**config.mk**
```make
export PLATFORM = sky130hd
export DESIGN_NAME = refresh_scheduler
export DESIGN_NICKNAME = d
export VERILOG_FILES = /design/src/rtl/refresh_sched_pkg.sv /design/src/rtl/refresh_rank_timer.sv /design/src/rtl/refresh_rr_pointer.sv /design/src/rtl/refresh_wait_flags.sv /design/src/rtl/refresh_scheduler.sv
export SDC_FILE = /design/constraint.sdc
export NUM_CORES = 1
export LEC_CHECK = 0
export BUFFER_PORTS_ARGS = -buffer_cell sky130_fd_sc_hd__buf_4
export CORE_UTILIZATION = 60
export CTS_CLUSTER_DIAMETER = 40
export CTS_CLUSTER_SIZE = 20
export DETAILED_ROUTE_END_ITERATION = 8
export GPL_ROUTABILITY_DRIVEN = 0
export GPL_TIMING_DRIVEN = 0
export PLACE_DENSITY = 0.81
export SKIP_LAST_GASP = 1
export SYNTH_ARGS = -nofsm -noshare
export SYNTH_HDL_FRONTEND = slang
export SYNTH_SLANG_ARGS = --single-unit
```
**constraint.sdc**
```tcl
create_clock -name clk -period 3.4 [get_ports clk]
set_input_delay 0.17 -clock clk [delete_from_list [all_inputs] [get_ports clk]]
set_output_delay 0.17 -clock clk [all_outputs]
set_load 0.05 [all_outputs]
```
**src/rtl/refresh_sched_pkg.sv**
```systemverilog
package refresh_sched_pkg;
  // Index width for a rank count; at least one bit.
  function automatic int rank_w(input int n);
    return (n > 1) ? $clog2(n) : 1;
  endfunction

  // Counter width able to hold the full interval.
  function automatic int count_w(input int interval);
    return $clog2(interval + 1);
  endfunction
endpackage

```
**src/rtl/refresh_rank_timer.sv**
```systemverilog
module refresh_rank_timer #(
  parameter int INTERVAL = 64,
  parameter int INIT     = 16,
  parameter int CW       = 7
) (
  input  logic clk,
  input  logic rst_n,
  input  logic reload,
  output logic expired
);
  localparam logic [CW-1:0] INIT_V   = CW'(INIT);
  localparam logic [CW-1:0] RELOAD_V = CW'(INTERVAL - 1);

  logic [CW-1:0] cnt_q;

  // Reload and the per-cycle decrement happen together; otherwise saturate at zero.
  always_ff @(posedge clk or negedge rst_n) begin
    if (!rst_n)              cnt_q <= INIT_V;
    else if (reload)         cnt_q <= RELOAD_V;
    else if (cnt_q != '0)    cnt_q <= cnt_q - CW'(1);
  end

  assign expired = (cnt_q == '0);
endmodule

```
**src/rtl/refresh_rr_pointer.sv**
```systemverilog
module refresh_rr_pointer #(
  parameter int N  = 4,
  parameter int PW = 2
) (
  input  logic          clk,
  input  logic          rst_n,
  input  logic          advance,
  output logic [PW-1:0] sel
);
  localparam logic [PW-1:0] LAST = PW'(N - 1);

  always_ff @(posedge clk or negedge rst_n) begin
    if (!rst_n)        sel <= '0;
    else if (advance)  sel <= (sel == LAST) ? '0 : sel + PW'(1);
  end
endmodule

```
**src/rtl/refresh_wait_flags.sv**
```systemverilog
module refresh_wait_flags #(
  parameter int N  = 4,
  parameter int PW = 2
) (
  input  logic          clk,
  input  logic          rst_n,
  input  logic          set_en,
  input  logic [PW-1:0] set_idx,
  input  logic          clr_en,
  input  logic [PW-1:0] clr_idx,
  output logic [N-1:0]  flags
);
  for (genvar i = 0; i < N; i++) begin : g_flag
    // A new request outranks an acknowledge for the same rank.
    always_ff @(posedge clk or negedge rst_n) begin
      if (!rst_n)                              flags[i] <= 1'b0;
      else if (set_en && set_idx == PW'(i))    flags[i] <= 1'b1;
      else if (clr_en && clr_idx == PW'(i))    flags[i] <= 1'b0;
    end
  end
endmodule

```
**src/rtl/refresh_scheduler.sv**
```systemverilog
module refresh_scheduler #(
  parameter int N_RANKS  = 4,
  parameter int INTERVAL = 64,
  localparam int RW = refresh_sched_pkg::rank_w(N_RANKS)
) (
  input  logic               clk,
  input  logic               rst_n,
  input  logic               ack_valid,
  input  logic [RW-1:0]      ack_rank,
  output logic               req_valid,
  output logic [RW-1:0]      req_rank,
  output logic [N_RANKS-1:0] refresh_waiting
);
  localparam int CW      = refresh_sched_pkg::count_w(INTERVAL);
  localparam int STAGGER = INTERVAL / N_RANKS;

  if ((N_RANKS & (N_RANKS - 1)) != 0 || INTERVAL < N_RANKS) begin : g_bad_cfg
    $error("refresh_scheduler: N_RANKS must be a power of two and INTERVAL >= N_RANKS");
  end

  logic [N_RANKS-1:0] expired_vec;
  logic [N_RANKS-1:0] reload_vec;
  logic [RW-1:0]      sel;
  logic               hit;

  assign hit = expired_vec[sel];

  for (genvar i = 0; i < N_RANKS; i++) begin : g_rank
    assign reload_vec[i] = hit && (sel == RW'(i));
    refresh_rank_timer #(
      .INTERVAL(INTERVAL),
      .INIT    (STAGGER * (i + 1)),
      .CW      (CW)
    ) u_timer (
      .clk    (clk),
      .rst_n  (rst_n),
      .reload (reload_vec[i]),
      .expired(expired_vec[i])
    );
  end

  refresh_rr_pointer #(.N(N_RANKS), .PW(RW)) u_ptr (
    .clk    (clk),
    .rst_n  (rst_n),
    .advance(hit),
    .sel    (sel)
  );

  refresh_wait_flags #(.N(N_RANKS), .PW(RW)) u_flags (
    .clk    (clk),
    .rst_n  (rst_n),
    .set_en (hit),
    .set_idx(sel),
    .clr_en (ack_valid),
    .clr_idx(ack_rank),
    .flags  (refresh_waiting)
  );

  always_ff @(posedge clk or negedge rst_n) begin
    if (!rst_n) begin
      req_valid <= 1'b0;
      req_rank  <= '0;
    end else begin
      req_valid <= hit;
      req_rank  <= sel;
    end
  end
endmodule

```
==> reports/summary.json, run 1 <==
{
  "cells_and_area": {
    "layout-area-overhead-vs-synth_pct": 10.55,
    "design.final.nets": 248,
    "n_antenna_cell": 0,
    "drive_above_1_share_pct": 18.53,
    "num-fill-cells": 274,
    "finish.cell_count_without_fillers": 278,
    "fin_area_sq_um": 2307
  },
  "timing": {
    "final_setup_viols": 0,
    "worst-slew-pin-transition_ns": 0.7122,
    "clock.fmax_mhz": 434.5,
    "max_slew_margin_pct": 52.31,
    "final.period_utilization_pct": 67.69,
    "slew_violations": 0,
    "rsz0062_at_grt": "no",
    "timing.final.crit_period_ns": 2.302,
    "report.final.hold_viol_count": 0,
    "final.setup.worst_slack_ns": 1.099,
    "setup_total_negative_slack_ns": 0,
    "worst_clock_skew_ns": 0.003584
  },
  "cts": {
    "clkTransAtPathRegs_ns": 0.11,
    "post_cts.repair.setup_buffers": 0,
    "tritoncts_clock_tree": "built",
    "cts_resized": 0,
    "clk_latency_ns": 0.35,
    "cts.sink_count": 37,
    "clock_path_buffers": 2,
    "cts_made_buffers": 5,
    "cts_htree_levels": 2,
    "holdBufCountCts": 1,
    "root_buf_cell": "clkbuf_4"
  },
  "logic_synthesis": {
    "synth_enable_flop_cells": 0,
    "mappedNetlistNets": 229,
    "async_set_or_reset_register_ratio_after_synthesis_pct": 100.0,
    "post_synthesis_cell_type_count": 44,
    "synthesis.instances": 212,
    "ys.flop_type": "dfrtp_1",
    "synth.yosys.warnings": 0,
    "syn_avg_cell_area_sq_um": 9.844,
    "synth_area_sq_um": 2087,
    "synth-seq-area-share_pct": 44.66,
    "ys_seq_elements": 37
  },
  "power_and_ir_drop": {
    "power_total_uw": 721.5,
    "leak_pwr_uw": 0.001109,
    "power-per-cell-area_nw_per_um2": 312.7,
    "irDropWorstVdd_mv": 0.2387
  },
  "setup_path": {
    "crit_slowest_cell": "or4b_4",
    "cpPeakStageDelay_ns": 0.50,
    "timing.critical_path.required_ns": 3.65,
    "largest_driver_fanout_on_the_critical_path": 8,
    "crit_path_start_kind": "register",
    "crit_path_cell_trace": "inv_1 > ha_1 > or4b_4 > o22ai_1 > nand2_1 > and3_1",
    "cp_arrival_ns": 2.55,
    "critPathKind": "reg2reg",
    "critPathCaptureType": "register"
  },
  "place": {
    "place.detailed.instances": 269,
    "io_buffer_count": 11,
    "hpwl_mm": 2.702,
    "minimum_setup_slack_after_placement_ns": 1.136,
    "placed_cell_area_sq_um": 2227
  },
  "route": {
    "routed_wire_length_per_instance_um": 14.31,
    "drt-vias-per-instance": 5.978,
    "remaining_drc_errors": 0,
    "num_vias": 1662,
    "drt_iter0_drc": 79,
    "drt-pass1-iter-count": 4,
    "detailed_route_wl_mm": 3.977,
    "drt.antenna.violating_nets": 0
  },
  "die": {
    "coreArea_sq_um": 3337,
    "die-height_um": 60.98,
    "rows": 21,
    "floorplan.initialDensity_pct": 62.54,
    "design.die.area_sq_um": 3718,
    "io_pins": 12,
    "die_width_um": 60.98
  },
  "global_route": {
    "grt_pass1_wl_mm": 6.610,
    "grt_pass1_vias": 1478,
    "global_route.overflow_total": 0,
    "grt_start_max_net_pins": 38,
    "globalRouteTotalUtil_pct": 24.58,
    "antenna_found_initial": 0
  },
  "job": {
    "cap_violations": 0
  },
  "outcome": {
    "outcome": "complete, no violations"
  },
  "min_path": {
    "min-delay-path-class": "in2reg"
  }
}
cells by family after synthesis:
logic type | share of synthesized area (%)
buffers and inverters | 3.357
adders and majority gates | 7.194
AOI/OAI and AO/OA | 12.71
xor gates and xnor gates | 3.357
and+or+nand+nor | 23.08
muxes | 5.635
DFF | 44.66
synth_stat cells (all sizes together), types with 4 or more instances:
cell type	number	area [sq um]
o21ai	14	70.07
mux2	6	67.56
xor2	4	35.03
nand2	10	37.54
or4	4	30.03
xnor2	4	35.03
inv	14	52.55
mux2i	5	50.05
nor2b	5	31.28
dfstp	5	131.4
nor3	8	56.31
nand3	29	145.1
ha	12	150.1
nor2	15	56.30
nand2b	4	25.02
dfrtp	32	800.8
a21oi	6	30.03
through the flow:
stage / hold slack [ns] / util (%)
floorplan: -0.1256 / -
global placement: 0.1585 / 66.74
detailed placement: 0.1572 / 66.74
CTS: 0.08445 / 69.14
global route: 0.1083 / 69.14
finish: 0.09401 / 69.14
layer usage:
metal / part of all wire [%] / up-vias / track usage, %
met2: 47 / 46 / 40.19
met1: 47 / 794 / 31.75
li1: - / 817 / -
met3: 4.7 / 5 / 6.823
met5: 0 / - / 0
met4: 1.4 / 0 / 7.792
placed cells by master, fill, tap and decap left out, drive strengths merged, types with 2 or more instances in the layout:
cell type,n
nand2b,4
nor2b,5
o211ai,3
dfstp,5
a31oi,3
or2,2
o21ai,14
dfrtp,32
nor3,8
or4,4
a31o,2
ha,12
or4b,2
and4b,2
a21oi,6
inv,14
clkbuf,7
nand3,29
and3,2
o31a,2
xnor2,4
mux2,6
xor2,4
a221oi,2
nand2,10
buf,14
nor2,15
mux2i,5
power by group:
group          total (uW)  switching (uW)  internal, uW  leakage (uW)
Sequential            440           0.107           440      0.000462
Clock                 266             146           120     0.0000413
Combinational        15.0            10.4          4.54      0.000606
worst max-delay path: cells and delay by family, from the launching register on:
kind            cells  cell delay [ns]
compound gates      1             0.40
buf+inv             1             0.11
fa+ha+maj           1             0.17
flops               1             0.44
simple gates        3             1.08
cell type report:
type	instances	area, sq um	share of cell area [%]
multi-input cells	158	1085	47.02
flip-flops and latches	37	932.1	40.40
repair buffers	12	92.59	4.013
clock buffers	7	65.06	2.820
well taps	46	57.56	2.495
inverters	14	52.55	2.278
plain buffers	3	17.52	0.7592
clock inverters	1	5.005	0.2169
registers in the layout (all words and copies together), names as in the netlist:
name / flops
u_flags.flags: 4
u_ptr.sel: 2
req_valid: 1
req_rank: 2
g_rank.u_timer.cnt_q: 28
final timing paths:
check | start | to | slack, ns | depth (start not counted)
max | g_rank[1].u_timer.cnt_q[0] | g_rank[1].u_timer.cnt_q[6] | 1.10 | 6
min | ack_rank[0] | u_flags.flags[0] | 0.09 | 3
max reg2reg | g_rank[1].u_timer.cnt_q[0] | g_rank[1].u_timer.cnt_q[6] | 1.10 | 6
min reg2reg | u_ptr.sel[0] | req_rank[0] | 0.48 | 0
max in group asynchronous | rst_n | g_rank[1].u_timer.cnt_q[5] | 2.74 | 2
min in group asynchronous | rst_n | req_rank[0] | 0.32 | 2
Note: power is estimated with default switching activity, not from simulation.
==> run 2, diff against run 1 <==
ABC_AREA = 1   (was not set)
CORE_UTILIZATION = 54   (was 60)
PLACE_DENSITY = 0.77   (was 0.81)
clock period = 1.8 ns   (was 3.4 ns; I/O delays follow)
==> reports/summary.json, run 2 <==
{
  "setup_path": {
    "cpPeakStageDelay_ns": 0.40,
    "largest_driver_fanout_on_the_critical_path": 8,
    "crit_family": "simple AND/OR/NAND/NOR gates",
    "timing.critical_path.required_ns": 1.98,
    "r2r.worst_path.cells": 9,
    "worstReg2RegStart": "g_rank[3].u_timer.cnt_q[0]",
    "crit_path_start_kind": "register",
    "cp_arrival_ns": 1.76,
    "critPathKind": "reg2reg",
    "rr_endpoint": "g_rank[0].u_timer.cnt_q[6]",
    "crit_path_cell_trace": "inv_1 > ha_1 > inv_1 > nor2_1 > nand4_1 > nand3_4 > nand3_4 > nand2_2 > inv_1",
    "worstSetupPathDepth": 9,
    "critPathCaptureType": "register",
    "crit_slowest_cell": "dfrtp_1",
    "endpoint": "g_rank[0].u_timer.cnt_q[6]",
    "ff2ff_setup_slack_ns": 0.23,
    "timing.critical_path.mode_cell": "inv_1",
    "setup.worst_path.start": "g_rank[3].u_timer.cnt_q[0]",
    "worst-path-buf-inv": 3
  },
  "route": {
    "routed_wire_length_per_instance_um": 10.97,
    "drt_iter0_drc": 39,
    "drt-pass1-iter-count": 4,
    "drt-vias-per-instance": 4.922,
    "drt.antenna.violating_nets": 0,
    "detailed_route_wl_mm": 3.358,
    "remaining_drc_errors": 0,
    "num_vias": 1506
  },
  "global_route": {
    "grt_pass1_vias": 1442,
    "grt_pass1_wl_mm": 6.058,
    "global_route.overflow_total": 0,
    "antenna_found_initial": 0,
    "globalRouteTotalUtil_pct": 19.42,
    "grt_start_max_net_pins": 38
  },
  "cts": {
    "cts_resized": 0,
    "tritoncts_clock_tree": "built",
    "root_buf_cell": "clkbuf_8",
    "clk_latency_ns": 0.29,
    "cts_made_buffers": 5,
    "clock_path_buffers": 2,
    "clkTransAtPathRegs_ns": 0.07,
    "cts.sink_count": 37,
    "cts_htree_levels": 2
  },
  "logic_synthesis": {
    "synth_top_family_by_area": "simple AND/OR/NAND/NOR gates",
    "ys_seq_elements": 37,
    "mappedNetlistNets": 255,
    "synth-seq-area-share_pct": 44.40,
    "syn_avg_cell_area_sq_um": 8.821,
    "synth.most_common_cell": "inv_1",
    "yosys.area_share.adder_pct": 7.151,
    "synth_top_cell_area_share_pct": 38.14,
    "synthesis.instances": 238,
    "yosys-mux-area-fraction_pct": 0,
    "post_synthesis_cell_type_count": 25,
    "synth_enable_flop_cells": 0,
    "synth_area_sq_um": 2100,
    "synth.yosys.warnings": 0,
    "synth_top_area_cell": "dfrtp_1",
    "top_post_synthesis_cells_by_count": "inv_1 (53), nand2_1 (38), dfrtp_1 (32)",
    "post_synth_main_area_contributors": "dfrtp_1 (38%), inv_1 (9.5%), ha_1 (7.2%), nand2_1 (6.8%), dfstp_2 (6.3%)",
    "async_set_or_reset_register_ratio_after_synthesis_pct": 100.0,
    "yosys.area_share.xor_xnor_pct": 6.257,
    "share_of_the_synthesized_area_in_compound_gates_ao_oa_aoi_oai_pct": 6.853,
    "ys.flop_type": "dfrtp_1",
    "synth_simple_gate_area_share_pct": 25.51
  },
  "die": {
    "coreArea_sq_um": 3689,
    "io_pins": 12,
    "floorplan.initialDensity_pct": 56.92,
    "die-height_um": 64.36,
    "rows": 22,
    "die_width_um": 64.36,
    "design.die.area_sq_um": 4142
  },
  "min_path": {
    "min-delay-path-class": "in2reg"
  },
  "cells_and_area": {
    "layout-area-overhead-vs-synth_pct": 11.56,
    "n_antenna_cell": 0,
    "mostFrequentLayoutCells": "inv_1 (53), nand2_1 (38), dfrtp_1 (32), o21ai_0 (16), nor2_1 (15)",
    "drive_above_1_share_pct": 17.44,
    "max_flop_register": "g_rank.u_timer.cnt_q",
    "number_of_flip_flops_in_the_largest_register": 28,
    "layout_top_registers": "g_rank.u_timer.cnt_q x28, u_flags.flags x4",
    "num-fill-cells": 323,
    "layout.cells.most_common": "inv_1",
    "design.final.nets": 274
  },
  "power_and_ir_drop": {
    "leak_pwr_uw": 0.001259,
    "power-per-cell-area_nw_per_um2": 619.1,
    "irDropWorstVdd_mv": 0.5157
  },
  "job": {
    "cap_violations": 0
  },
  "timing": {
    "rsz0062_at_grt": "no",
    "final.period_utilization_pct": 87.45,
    "report.final.hold_viol_count": 0,
    "worst_clock_skew_ns": 0.006977,
    "timing.final.crit_period_ns": 1.574,
    "slew_violations": 0,
    "clock.fmax_mhz": 635.3,
    "final_setup_viols": 0,
    "worst_hold_slack_ns": 0.06942,
    "setup_total_negative_slack_ns": 0,
    "worst-slew-pin-transition_ns": 0.4549,
    "max_slew_margin_pct": 69.67
  },
  "place": {
    "io_buffer_count": 11,
    "hpwl_mm": 2.422
  },
  "outcome": {
    "outcome": "complete, no violations"
  }
}
run 2: cell types whose count changed in the layout (fill, tap and decap cells not counted), moves of 5 or more:
cell      before  now
a21oi_1        6    0
clkbuf_4       5    0
inv_1         14   53
mux2_2         6    0
mux2i_1        5    0
nand2_1       10   38
nand3_1       29   13
nand3_4        0    6
nor2b_1        5    0
o21ai_2        0    5
run 2: cell type report:
cell class              count  area (sq um)  area share, %
inverters                  55         206.4          8.814
repair buffers             12         92.59          3.953
flip-flops and latches     37         932.1          39.80
multi-input cells         146         960.9          41.03
clock buffers               8         90.09          3.846
well taps                  48         60.06          2.564
run 2: logic make-up (layout without fill, tap and decap cells):
family	count (synthesis)	after routing
compound gates	24	24
simple gates	95	95
buf+inv	55	75
fa+ha+maj	12	12
flops	37	37
xor+xnor	15	15
run 2: per-stage QoR:
stage	worst slack [ns]	instances	power, uW	area (sq um)	util [%]
6_report	0.2259	306	1450	2342	63.50
5_1_grt	0.06909	306	1510	2342	63.50
4_1_cts	0.2202	306	1474	2342	63.50
3_5_place_dp	0.2275	297	879.9	2242	60.79
3_3_place_gp	0.2608	297	879.4	2242	60.79
2_1_floorplan	0.4000	238	854.6	2100	-
run 2: power breakdown:
part           switching (uW)  internal [uW]
Clock                     274            312
Combinational            22.7           9.46
Sequential              0.225            832
Total                     297           1150
run 2: worst min path at each step:
stage | startpoint | end | slack (ns) | cells after the start
CTS | ack_rank[1] | u_flags.flags[0] | 0.06 | 3
finish | ack_rank[0] | u_flags.flags[0] | 0.07 | 3
global route | ack_rank[0] | u_flags.flags[0] | 0.07 | 3
floorplan | rst_n | g_rank[0].u_timer.cnt_q[0] | -0.21 | 0
detailed placement | rst_n | g_rank[2].u_timer.cnt_q[0] | 0.08 | 1
global placement | rst_n | g_rank[2].u_timer.cnt_q[0] | 0.08 | 1
run 2: tightest hold or removal path: cells and delay by family:
| family | cells | cell delay, ns |
|---|---|---|
| AO/OA/AOI/OAI | 1 | 0.09 |
| buffers and inverters | 1 | 0.09 |
| AND/OR/NAND/NOR | 1 | 0.05 |
run 2: per-layer routing:
| layer | up-vias | share of wire [%] | global-route usage (%) | wire [um] |
|---|---|---|---|---|
| met3 | 6 | 3.7 | 6.250 | 123 |
| met1 | 698 | 46 | 23.52 | 1533 |
| met5 | - | 0 | 0 | 0 |
| li1 | 778 | - | - | - |
| met2 | 24 | 49 | 31.71 | 1642 |
| met4 | 0 | 1.8 | 8.056 | 59 |
run 2: repair_timing:
item | 4_1_cts | 5_1_grt
setup buffers | 0 | 0
hold endpoints to repair | 32 | 0
hold buffers | 1 | 0
==> run 3, diff against run 2 <==
ABC_AREA = not set   (was 1)
CORE_MARGIN = 2   (was not set)
SLEW_MARGIN = 15   (was not set)
==> reports/summary.json, run 3 (synthesis gave the netlist of run 1 again) <==
{
  "timing": {
    "final_setup_viols": 35,
    "worst_hold_slack_ns": 0.09160,
    "worst_clock_skew_ns": 0.007364,
    "final.period_utilization_pct": 119.0,
    "setup_total_negative_slack_ns": -8.423,
    "final.setup.worst_slack_ns": -0.3423,
    "clock.fmax_mhz": 466.8,
    "max_slew_margin_pct": 65.86,
    "report.final.hold_viol_count": 0,
    "slew_violations": 0,
    "worst-slew-pin-transition_ns": 0.5120,
    "rsz0062_at_grt": "yes",
    "timing.final.crit_period_ns": 2.142
  },
  "cts": {
    "cts.sink_count": 37,
    "cts_htree_levels": 2,
    "cts_made_buffers": 5,
    "clkTransAtPathRegs_ns": 0.07,
    "clock_path_buffers": 2,
    "tritoncts_clock_tree": "built",
    "clk_latency_ns": 0.29,
    "root_buf_cell": "clkbuf_8"
  },
  "cells_and_area": {
    "mostFrequentLayoutCells": "buf_4 (34), dfrtp_1 (31), nand3_2 (19), nor2_1 (15)",
    "num-fill-cells": 245,
    "max_flop_register": "g_rank.u_timer.cnt_q",
    "layout_top_registers": "g_rank.u_timer.cnt_q x28, u_flags.flags x4",
    "n_antenna_cell": 0,
    "design.final.nets": 274,
    "layout-area-overhead-vs-synth_pct": 33.33,
    "number_of_flip_flops_in_the_largest_register": 28,
    "drive_above_1_share_pct": 41.86,
    "layout.cells.most_common": "buf_4",
    "fin_area_sq_um": 2783
  },
  "die": {
    "floorplan.initialDensity_pct": 56.58,
    "rows": 22,
    "die_width_um": 66.17,
    "io_pins": 12,
    "coreArea_sq_um": 3689,
    "die-height_um": 66.17,
    "design.die.area_sq_um": 4378
  },
  "power_and_ir_drop": {
    "leak_pwr_uw": 0.001394,
    "power-per-cell-area_nw_per_um2": 514.6,
    "irDropWorstVdd_mv": 0.3709
  },
  "min_path": {
    "min-delay-path-class": "in2reg",
    "hold_path.startpoint": "ack_rank[0]"
  },
  "route": {
    "drt.antenna.violating_nets": 0,
    "num_vias": 1861,
    "routed_wire_length_per_instance_um": 17.74,
    "remaining_drc_errors": 0,
    "drt-vias-per-instance": 6.082,
    "detailed_route_wl_mm": 5.428,
    "drt_iter0_drc": 123,
    "drt-pass1-iter-count": 4
  },
  "setup_path": {
    "crit_path_start_kind": "register",
    "ff2ff_setup_slack_ns": -0.34,
    "critPathCaptureType": "register",
    "worstReg2RegStart": "g_rank[1].u_timer.cnt_q[0]",
    "cp_arrival_ns": 2.33,
    "setup.worst_path.start": "g_rank[1].u_timer.cnt_q[0]",
    "largest_driver_fanout_on_the_critical_path": 2,
    "critPathKind": "reg2reg",
    "timing.critical_path.required_ns": 1.99
  },
  "global_route": {
    "global_route.overflow_total": 0,
    "grt_start_max_net_pins": 38,
    "grt_pass1_wl_mm": 7.769,
    "grt_pass1_vias": 1619,
    "globalRouteTotalUtil_pct": 23.91,
    "antenna_found_initial": 0
  },
  "outcome": {
    "outcome": "finished with violations",
    "failing_checks": "setup timing"
  },
  "place": {
    "placed_cell_area_sq_um": 2230,
    "minimum_setup_slack_after_placement_ns": -0.4662,
    "io_buffer_count": 11,
    "hpwl_mm": 2.777
  },
  "job": {
    "cap_violations": 0
  }
}
-- run 3: worst paths after layout --
| kind | cells after the start | end |
|---|---|---|
| setup / recovery | 6 | u_ptr.sel[0] |
| max in group asynchronous | 2 | g_rank[0].u_timer.cnt_q[4] |
| setup reg to reg | 6 | u_ptr.sel[0] |
| hold / removal | 3 | u_flags.flags[2] |
| hold reg to reg | 2 | u_flags.flags[1] |
| min in group asynchronous | 2 | g_rank[2].u_timer.cnt_q[0] |
-- run 3: what timing repair did --
action	in CTS	in global routing
resized for setup	12	48
gates cloned	0	0
buffers inserted	14	13
hold buffers	1	0
hold endpoints to repair	32	0
pin swaps	4	4
endpoints found under the setup margin	35	35
-- run 3: area by class of cell --
cell class              instances  area, sq um  share of cell area, %
repair buffers                 39        314.1                  11.29
inverters                      14        52.55                  1.888
multi-input cells             158         1324                  47.57
well taps                      48        60.06                  2.158
flip-flops and latches         37        933.4                  33.54
clock buffers                   8        80.08                  2.878
plain buffers                   2        18.77                 0.6745
-- run 3: worst max-delay path, stage by stage (launching register included) --
cell,delay (ns)
dfrtp_1,0.41
inv_2,0.10
ha_4,0.13
or4b_4,0.46
or3_4,0.42
mux2_4,0.30
a22o_1,0.21
-- run 3: layer usage --
layer	track usage [%]	part of all wire [%]
met1	33.33	42
met2	35.38	50
met3	6.474	5.0
met4	9.439	2.7
met5	0	0
-- run 3: power by group --
part           switching (uW)  internal [uW]  total [uW]
Sequential              0.214            832         832
Clock                     295            275         571
Combinational            20.8           8.65        29.4
-- run 3: metrics by stage --
step           utilization [%]  instances  power [uW]
3_5_place_dp             60.45        271       876.4
3_3_place_gp             60.45        271       875.9
6_report                 75.44        306        1432
5_1_grt                  75.44        306        1482
2_1_floorplan                -        212       851.5
4_1_cts                  66.99        294        1428
